`config.mk`:
```
export PLATFORM = sky130hd
export DESIGN_NAME = ext_irq_sense
export DESIGN_NICKNAME = d
export VERILOG_FILES = /design/src/rtl/ext_irq_pkg.sv /design/src/rtl/ext_irq_sync.sv /design/src/rtl/ext_irq_detect.sv /design/src/rtl/ext_irq_flag.sv /design/src/rtl/ext_irq_sense.sv
export SDC_FILE = /design/constraint.sdc
export NUM_CORES = 1
export LEC_CHECK = 0
export ABC_AREA = 0
export BUFFER_PORTS_ARGS = -buffer_cell sky130_fd_sc_hd__buf_2
export CAP_MARGIN = 20
export CORE_MARGIN = 5
export CORE_UTILIZATION = 40
export CTS_BUF_LIST = sky130_fd_sc_hd__clkbuf_2
export CTS_CLUSTER_DIAMETER = 200
export CTS_CLUSTER_SIZE = 40
export DETAILED_ROUTE_END_ITERATION = 6
export PLACE_DENSITY = 0.6
export SYNTH_ARGS = -nofsm -noshare
export SYNTH_HDL_FRONTEND = slang
export SYNTH_HIERARCHICAL = 1
export SYNTH_SLANG_ARGS = --single-unit
```
`constraint.sdc`:
```
create_clock -name clk -period 1.68 [get_ports clk]
set_input_delay 0.084 -clock clk [delete_from_list [all_inputs] [get_ports clk]]
set_output_delay 0.084 -clock clk [all_outputs]
set_load 0.02 [all_outputs]
```
`src/rtl/ext_irq_pkg.sv`:
```
package ext_irq_pkg;

  // detection mode of one request pin
  typedef enum logic [1:0] {
    SENSE_LOW  = 2'd0,
    SENSE_FALL = 2'd1,
    SENSE_RISE = 2'd2,
    SENSE_BOTH = 2'd3
  } sense_e;

  localparam int WORD_W = 2;

  // register word indices (byte offset / 2)
  localparam logic [WORD_W-1:0] WORD_CTL   = 2'd0;
  localparam logic [WORD_W-1:0] WORD_SENSE = 2'd1;
  localparam logic [WORD_W-1:0] WORD_REQ   = 2'd2;

  // bit positions inside the control word
  localparam int CTL_LVL_BIT  = 15;
  localparam int CTL_EDGE_BIT = 8;
  localparam int CTL_FLAG_BIT = 1;

endpackage

```
`src/rtl/ext_irq_sync.sv`:
```
module ext_irq_sync #(
  parameter int WIDTH = 9
) (
  input  logic             clk,
  input  logic             rst_n,
  input  logic [WIDTH-1:0] async_i,
  output logic [WIDTH-1:0] sync_o,
  output logic [WIDTH-1:0] prev_o
);

  logic [WIDTH-1:0] meta_q;
  logic [WIDTH-1:0] sync_q;
  logic [WIDTH-1:0] prev_q;

  // idle level of the pins is high, so reset to 1 to avoid a false edge
  always_ff @(posedge clk or negedge rst_n) begin
    if (!rst_n) begin
      meta_q <= '1;
      sync_q <= '1;
      prev_q <= '1;
    end else begin
      meta_q <= async_i;
      sync_q <= meta_q;
      prev_q <= sync_q;
    end
  end

  assign sync_o = sync_q;
  assign prev_o = prev_q;

endmodule

```
`src/rtl/ext_irq_detect.sv`:
```
module ext_irq_detect
  import ext_irq_pkg::*;
(
  input  sense_e mode_i,
  input  logic   sync_i,
  input  logic   prev_i,
  output logic   evt_o,
  output logic   level_o
);

  logic fall;
  logic rise;

  assign fall = prev_i & ~sync_i;
  assign rise = ~prev_i & sync_i;

  always_comb begin
    evt_o   = 1'b0;
    level_o = 1'b0;
    case (mode_i)
      SENSE_LOW:  level_o = 1'b1;
      SENSE_FALL: evt_o   = fall;
      SENSE_RISE: evt_o   = rise;
      SENSE_BOTH: evt_o   = fall | rise;
      default:    evt_o   = 1'b0;
    endcase
  end

endmodule

```
`src/rtl/ext_irq_flag.sv`:
```
module ext_irq_flag (
  input  logic clk,
  input  logic rst_n,
  input  logic evt_i,
  input  logic follow_i,
  input  logic follow_val_i,
  input  logic seen_i,
  input  logic clr_i,
  output logic flag_o
);

  logic flag_q;
  logic flag_d;
  logic armed_q;
  logic armed_d;
  logic clr_ok;

  // a clear counts only after software has observed the flag set
  assign clr_ok = clr_i & armed_q;

  always_comb begin
    if (follow_i) begin
      flag_d = follow_val_i;
    end else begin
      flag_d = evt_i | (flag_q & ~clr_ok);
    end
    armed_d = flag_d & (armed_q | (seen_i & flag_q));
  end

  always_ff @(posedge clk or negedge rst_n) begin
    if (!rst_n) begin
      flag_q  <= 1'b0;
      armed_q <= 1'b0;
    end else begin
      flag_q  <= flag_d;
      armed_q <= armed_d;
    end
  end

  assign flag_o = flag_q;

endmodule

```
`src/rtl/ext_irq_sense.sv`:
```
module ext_irq_sense
  import ext_irq_pkg::*;
#(
  parameter int NUM_IRQ = 8,
  parameter int DATA_W  = 16
) (
  input  logic                 clk,
  input  logic                 rst_n,
  input  logic [NUM_IRQ-1:0]   irq_pin_i,
  input  logic                 nmi_pin_i,
  input  logic [WORD_W-1:0]    reg_word_i,
  input  logic                 reg_wr_i,
  input  logic                 reg_rd_i,
  input  logic [DATA_W-1:0]    reg_wdata_i,
  output logic [DATA_W-1:0]    reg_rdata_o,
  output logic [NUM_IRQ-1:0]   irq_req_o,
  output logic                 nmi_req_o
);

  localparam int SENSE_W = 2 * NUM_IRQ;
  localparam int PINS    = NUM_IRQ + 1;
  localparam int NMI_IDX = NUM_IRQ;

  logic [PINS-1:0]    pin_sync;
  logic [PINS-1:0]    pin_prev;
  logic [SENSE_W-1:0] sense_q;
  logic               nmi_edge_q;
  logic [NUM_IRQ-1:0] irq_evt;
  logic [NUM_IRQ-1:0] irq_lvl;
  logic [NUM_IRQ-1:0] irq_flag;
  logic               nmi_evt;
  logic               nmi_lvl_unused;
  logic               nmi_flag;

  logic wr_ctl, wr_sense, wr_req;
  logic rd_ctl, rd_req;

  assign wr_ctl   = reg_wr_i & (reg_word_i == WORD_CTL);
  assign wr_sense = reg_wr_i & (reg_word_i == WORD_SENSE);
  assign wr_req   = reg_wr_i & (reg_word_i == WORD_REQ);
  assign rd_ctl   = reg_rd_i & (reg_word_i == WORD_CTL);
  assign rd_req   = reg_rd_i & (reg_word_i == WORD_REQ);

  // one synchroniser bank for all request pins plus the non-maskable pin
  ext_irq_sync #(.WIDTH(PINS)) u_sync (
    .clk     (clk),
    .rst_n   (rst_n),
    .async_i ({nmi_pin_i, irq_pin_i}),
    .sync_o  (pin_sync),
    .prev_o  (pin_prev)
  );

  // configuration registers
  always_ff @(posedge clk or negedge rst_n) begin
    if (!rst_n) begin
      sense_q    <= '0;
      nmi_edge_q <= 1'b0;
    end else begin
      if (wr_sense) sense_q    <= reg_wdata_i[SENSE_W-1:0];
      if (wr_ctl)   nmi_edge_q <= reg_wdata_i[CTL_EDGE_BIT];
    end
  end

  // per-pin detection and latching
  for (genvar n = 0; n < NUM_IRQ; n++) begin : g_pin
    ext_irq_detect u_det (
      .mode_i  (sense_e'(sense_q[2*n +: 2])),
      .sync_i  (pin_sync[n]),
      .prev_i  (pin_prev[n]),
      .evt_o   (irq_evt[n]),
      .level_o (irq_lvl[n])
    );

    ext_irq_flag u_flag (
      .clk          (clk),
      .rst_n        (rst_n),
      .evt_i        (irq_evt[n]),
      .follow_i     (irq_lvl[n]),
      .follow_val_i (~pin_sync[n]),
      .seen_i       (rd_req),
      .clr_i        (wr_req & ~reg_wdata_i[n]),
      .flag_o       (irq_flag[n])
    );
  end

  // non-maskable pin: edge only, direction from the control word
  ext_irq_detect u_nmi_det (
    .mode_i  (nmi_edge_q ? SENSE_RISE : SENSE_FALL),
    .sync_i  (pin_sync[NMI_IDX]),
    .prev_i  (pin_prev[NMI_IDX]),
    .evt_o   (nmi_evt),
    .level_o (nmi_lvl_unused)
  );

  ext_irq_flag u_nmi_flag (
    .clk          (clk),
    .rst_n        (rst_n),
    .evt_i        (nmi_evt),
    .follow_i     (1'b0),
    .follow_val_i (nmi_lvl_unused),
    .seen_i       (rd_ctl),
    .clr_i        (wr_ctl & ~reg_wdata_i[CTL_FLAG_BIT]),
    .flag_o       (nmi_flag)
  );

  // read mux
  always_comb begin
    reg_rdata_o = '0;
    case (reg_word_i)
      WORD_CTL: begin
        reg_rdata_o[CTL_LVL_BIT]  = pin_sync[NMI_IDX];
        reg_rdata_o[CTL_EDGE_BIT] = nmi_edge_q;
        reg_rdata_o[CTL_FLAG_BIT] = nmi_flag;
      end
      WORD_SENSE: reg_rdata_o[SENSE_W-1:0] = sense_q;
      WORD_REQ:   reg_rdata_o[NUM_IRQ-1:0] = irq_flag;
      default:    reg_rdata_o = '0;
    endcase
  end

  assign irq_req_o = irq_flag;
  assign nmi_req_o = nmi_flag;

endmodule

```
---- Word level (Yosys, flattened, before mapping) ----
Cells that the tools add are included.
operators by class
  bitwise gates (word level) .............. 130
  reduce and logical (&&, ||, !) cells .... 9
  mux-type cells .......................... 32
  eq/ne operators ......................... 29
operators by type and width
  operator              count
  $and A1 B1 Y1         68
  $eq A2 B2 Y1 const B  19
  $not A1 Y1            35
  $pmux W1 S3           10
  $or A1 B1 Y1          27
  $eq A2 B1 Y1 const B  10
  $logic_not A2 Y1      9
  $mux W1               16
  $pmux W6 S2           1
  $mux W6               1
  $pmux W1 S2           3
  $mux W2               1
storage, ports and cells
  register bits ........................... 62
  output and inout port bits .............. 25
  logic and storage cells ................. 223
  input bits .............................. 31

---- Logic depth before layout (Yosys ltp) ----
  depth in word-level cells ............... 9
  mapped depth ............................ 7
  gate-level depth less buffers ........... 6

---- Cells and area by module ----
Netlist, hierarchy kept.
by module, submodules not included
  module          seq. area each (sq um)  instances  cells an instance  area an instance (sq um)
  ext_irq_sense   425.4                   1          92                 1021.0
  ext_irq_flag    50.0                    9          8                  92.6
  ext_irq_sync    709.4                   1          27                 709.4
  ext_irq_detect  0.0                     9          9                  65.1

---- Worst setup path after synthesis ----
OpenSTA, ideal clock, no wires.
  path type ............................... flip-flop to flip-flop
  start point ............................. register u_sync.prev_q[0], in the netlist u_sync/prev_o[0]
  end point ............................... register g_pin[0].u_flag.armed_q
  stages on the path, launching flop included .. 7
  arrival time ............................ 1.344 ns
  path slack .............................. 0.209 ns
  required time ........................... 1.553 ns
  library setup time ...................... 0.127 ns
  buffers on the path ..................... 0
  clock period less this slack ............ 1.471 ns
  cells stage by stage .................... dfstp_2 inv_1 ha_1 or2_1 a32o_1 nor2_1 a211oi_2
between the ends
  longest elaborated chain between the ends .. 7
  elaborated cells on any way between the ends .. 8
  classes of those cells .................. mux: 2; bitwise: 6
RTL lines
  item                               line                  source
  from (decl)                        ext_irq_sync.sv:13    logic [WIDTH-1:0] prev_q;
  from (signal assigned)             ext_irq_sync.sv:24    prev_q <= sync_q;
  $not A1 Y1                         ext_irq_detect.sv:15  assign rise = ~prev_i & sync_i;
  $and A1 B1 Y1                      ext_irq_detect.sv:15
  $or A1 B1 Y1                       ext_irq_detect.sv:24  SENSE_BOTH: evt_o = fall | rise;
  $pmux W1 S3 *                      ext_irq_detect.sv:20  case (mode_i)
  named net irq_evt[0]               ext_irq_sense.sv:28   logic [NUM_IRQ-1:0] irq_evt;
  $or A1 B1 Y1 *                     ext_irq_flag.sv:25    flag_d = evt_i | (flag_q & ~clr_ok);
  $mux W1 *                          ext_irq_flag.sv:22    if (follow_i) begin
  $and A1 B1 Y1 *                    ext_irq_flag.sv:27    armed_d = flag_d & (armed_q | (seen_i & flag_q));
  named net g_pin[0].u_flag.armed_d  ext_irq_flag.sv:15    logic armed_d;
  to (signal assigned)               ext_irq_flag.sv:36    armed_q <= armed_d;
  to (decl)                          ext_irq_flag.sv:14    logic armed_q;
Mark *: on every way through the listed nets, which the timed path passes. The rest lies on a longest branch.
A chain may end at the register's enable or synchronous reset.

---- Final worst setup path ----
  start point ............................. register g_pin[1].u_flag.flag_q
  end point ............................... output reg_rdata_o[1]
between the ends
  longest elaborated chain between the ends .. 1
RTL lines
  item                    line                  source
  from (decl)             ext_irq_flag.sv:12    logic flag_q;
  from (signal assigned)  ext_irq_flag.sv:35    flag_q <= flag_d;
  $pmux W1 S3             ext_irq_sense.sv:109  case (reg_word_i)
  to (decl)               ext_irq_sense.sv:15   output logic [DATA_W-1:0] reg_rdata_o,
Every way passes these cells.

==> impl_metrics.csv <==
group,metric,value,unit
global_routing,grt_max_degree,63,
placement,place.gp.congestion,0.7495,
worst_hold_path,hold_class,"input port to register",
worst_hold_path,holdCritStartpoint,"reg_rd_i",
synthesis,ys_warn_count,6,
synthesis,syn_area,0.003149,mm^2
setup_path,timing.rr.end,"g_pin[6].u_flag/armed_q",
setup_path,path_cells,"a222oi_1 -> nor2_1 -> buf_2",
global_routing,grtUsageTotal,14.30,%
global_routing,grt_overflow,0,
layout,final_nets,421,
timing,fin_crit,1.593,ns
timing,fin_crit_sh,94.84,%
flow_run,drv_cap,0,
synthesis,netlist_top_cells_area,"dfrtp_1 (28%), dfstp_2 (23%), ha_1 (8.7%), mux2_4 (4.8%), a211oi_2 (3.6%)",
floorplanning,core,0.007687,mm^2
worst_hold_path,hold_depth,4,
clocking,cts.sinks,62,
clocking,insertion_delay,0.47,ns
layout,syn_to_final_growth,27.14,%
synthesis,synth_top_area_share,27.81,%
layout,post-route-util,52.08,%
setup_path,r2r_start,"u_sync/sync_o[6]",
setup_path,rr_worst_depth,6,
power_and_ir_drop,p_seq_share,46.3,%
synthesis,ys_seq_area_share,50.34,%
floorplanning,start_util,40.97,%
setup_path,critPathSlowestCell,"dfrtp_1",
floorplanning,num_io_pins,56,
placement,dp_slack,0.1195,ns
power_and_ir_drop,switchingPower,1336,uW
setup_path,critPathTopFamily,"flip-flops",
setup_path,worstPathArrival,1.51,ns
route,first_pass_iters,4,
power_and_ir_drop,powerDensity,1086,mW/mm^2
route,ant_nets,0,
power_and_ir_drop,clkPwrFrac,26.8,%
timing,max_freq,627.7,MHz
global_routing,antenna_found_initial,0,
clocking,cts_max_level,3,
timing,report.final.slew_viol_count,0,
placement,portBuffers,55,
floorplanning,die_h,98.73,um
route,wl_per_cell,13.53,um
route,drt_iter0_markers,66,
synthesis,yosysTopAreaCell,"dfrtp_1",
layout,final_cell_mix,"buf_2 (55), dfrtp_1 (34), inv_1 (29)",
layout,drive_above_1_share,40.48,%
synthesis,ys_types,25,
worst_hold_path,hold_path_end,"u_nmi_flag/armed_q",
layout,diodes,0,
setup_path,path_class,"register to output port",
placement,dpl.hpwl,4475,um
floorplanning,row_count,32,
synthesis,synth_seq_cells,62,
timing,setup_slack,0.08676,ns
global_routing,grt_pass1_vias,2263,
power_and_ir_drop,p_comb_share,26.9,%
route,routed_via_density,4.648,
setup_path,worst-path-buf-inv,1,
setup_path,cp-end-kind,"output port",
layout,instances_no_fill,475,
status,status,"finished clean",
setup_path,crit_path_max_incr_delay,0.46,ns
timing,setup_violations,0,
synthesis,avgSynthCellArea,11.58,um^2
floorplanning,die_w,98.73,um
clocking,root_buffer,"clkbuf_2",
clocking,cts.path.max_buffers,2,
setup_path,cp_max_fo,4,
timing,hold_viol_final,0,
placement,place_inst,430,
power_and_ir_drop,p_int,3011,uW
synthesis,synthCells,272,
setup_path,crit_cells,3,
clocking,cts_tree,"done",
route,wl,6429,um
floorplanning,dieArea,0.009748,mm^2
route,drcViolationCount,0,
layout,final_common_cell,"buf_2",
clocking,clk_pin_slew,0.17,ns
route,num_vias,2208,
power_and_ir_drop,switching_share,30.74,%
timing,skew,0.01352,ns
clocking,cts_made_buffers,9,
power_and_ir_drop,ir_worst_vdd,0.0005131,V
global_routing,grt_pass1_wl,10980,um
setup_path,rrSetupSlack,0.10,ns
setup_path,start_kind,"register",
setup_path,critPathRequiredTime,1.60,ns
power_and_ir_drop,p_leak,0.001950,uW
timing,rsz0062_at_grt,"yes",
cell usage after synthesis:
cell type  count
dfrtp_1       35
inv_1         29
nor2_1        28
dfstp_2       27
ha_1          22
a21oi_1       18
nor2b_1       16
nand2_1       11
mux2_4        10
a211oi_2       9
a21bo_2        9
a32o_1         9
nor2b_2        9
or2_1          9
and2_1         8
a22oi_1        7
mux2_2         7
a22o_1         2
a222oi_1       1
buf_12         1
buf_2          1
buf_6          1
clkbuf_2       1
conb_1         1
nand2_4        1
cell type report:
cell class	instances	area (um^2)
inverters	29	108.9
clock inverters	5	97.59
clock buffers	11	55.05
well taps	102	127.6
fillers	707	3684
flip-flops and latches	62	1587
repair buffers	88	603.1
multi-input cells	178	1425
worst max-delay path by stage:
| stage | end | from | slack [ns] |
|---|---|---|---|
| floorplan | g_pin[0].u_flag/armed_q | u_sync/prev_o[0] | 0.21 |
| global placement | g_pin[4].u_flag/flag_o | u_sync/sync_o[4] | 0.14 |
| detailed placement | g_pin[3].u_flag/flag_o | u_sync/prev_o[3] | 0.12 |
| CTS | reg_rdata_o[1] | g_pin[1].u_flag/flag_o | 0.003 |
| global route | reg_rdata_o[1] | g_pin[1].u_flag/flag_o | -0.04 |
| finish | reg_rdata_o[1] | g_pin[1].u_flag/flag_o | 0.09 |
worst min-delay path, delay by kind of cell:
| kind | cells | cell delay, ns |
|---|---|---|
| AOI/OAI and AO/OA | 2 | 0.20 |
| and+or+nand+nor | 1 | 0.12 |
| buffers and inverters | 1 | 0.09 |
per-layer routing:
| metal | part of all wire (%) | wire length, um | vias up | global-route usage [%] |
|---|---|---|---|---|
| li1 | - | - | 1107 | - |
| met1 | 46 | 2948 | 1038 | 17.93 |
| met2 | 46 | 2982 | 56 | 23.04 |
| met3 | 6.8 | 437 | 7 | 5.945 |
| met4 | 0.93 | 60 | 0 | 3.466 |
| met5 | 0 | 0 | - | 0 |
flip-flops by register name, indices dropped and copies added, names as in the netlist:
| signal | cells |
|---|---|
| g_pin.u_flag/armed_q | 8 |
| g_pin.u_flag/flag_o | 8 |
| nmi_edge_q | 1 |
| sense_q | 16 |
| u_nmi_flag/armed_q | 1 |
| u_nmi_flag/flag_o | 1 |
| u_sync/meta_q | 9 |
| u_sync/prev_o | 9 |
| u_sync/sync_o | 9 |
through the flow:
stage / total power [uW] / cell area [um^2] / setup TNS, ns / hold WS (ns)
global route: 4640 / 4004 / -0.04436 / 0.03700
floorplan: 2791 / 3153 / 0 / -0.2116
detailed placement: 3146 / 3557 / 0 / 0.1196
CTS: 4403 / 3989 / 0 / 0.02186
finish: 4347 / 4004 / 0 / 0.06938
global placement: 3114 / 3557 / 0 / 0.1197
logic make-up after synthesis:
group / synth area share, %
multiplexers: 7.271
AND/OR/NAND/NOR: 14.06
flip-flops: 50.34
other: 0.1191
AO/OA/AOI/OAI: 14.70
buffers and inverters: 4.767
adder cells (fa/ha/maj): 8.740
what timing repair did:
| action | 4_1_cts | 5_1_grt |
|---|---|---|
| endpoints found under the hold margin | 100 | 0 |
| pin swaps | 1 | 1 |
| setup buffers | 1 | 1 |
| hold buffers | 27 | 0 |
| endpoints found under the setup margin | 1 | 5 |
| resized for setup | 1 | 3 |
power groups by stage:
| stage | logic (uW) | registers, uW | clock network, uW |
|---|---|---|---|
| final | 1170 | 2010 | 1160 |
| after global routing | 1300 | 2060 | 1280 |
| after CTS | 1170 | 2010 | 1220 |
| after detailed placement | 1100 | 2050 | 0 |
| after global placement | 1080 | 2030 | 0 |
| after floorplan | 735 | 2060 | 0 |
Note: power is estimated with default switching activity, not from simulation.
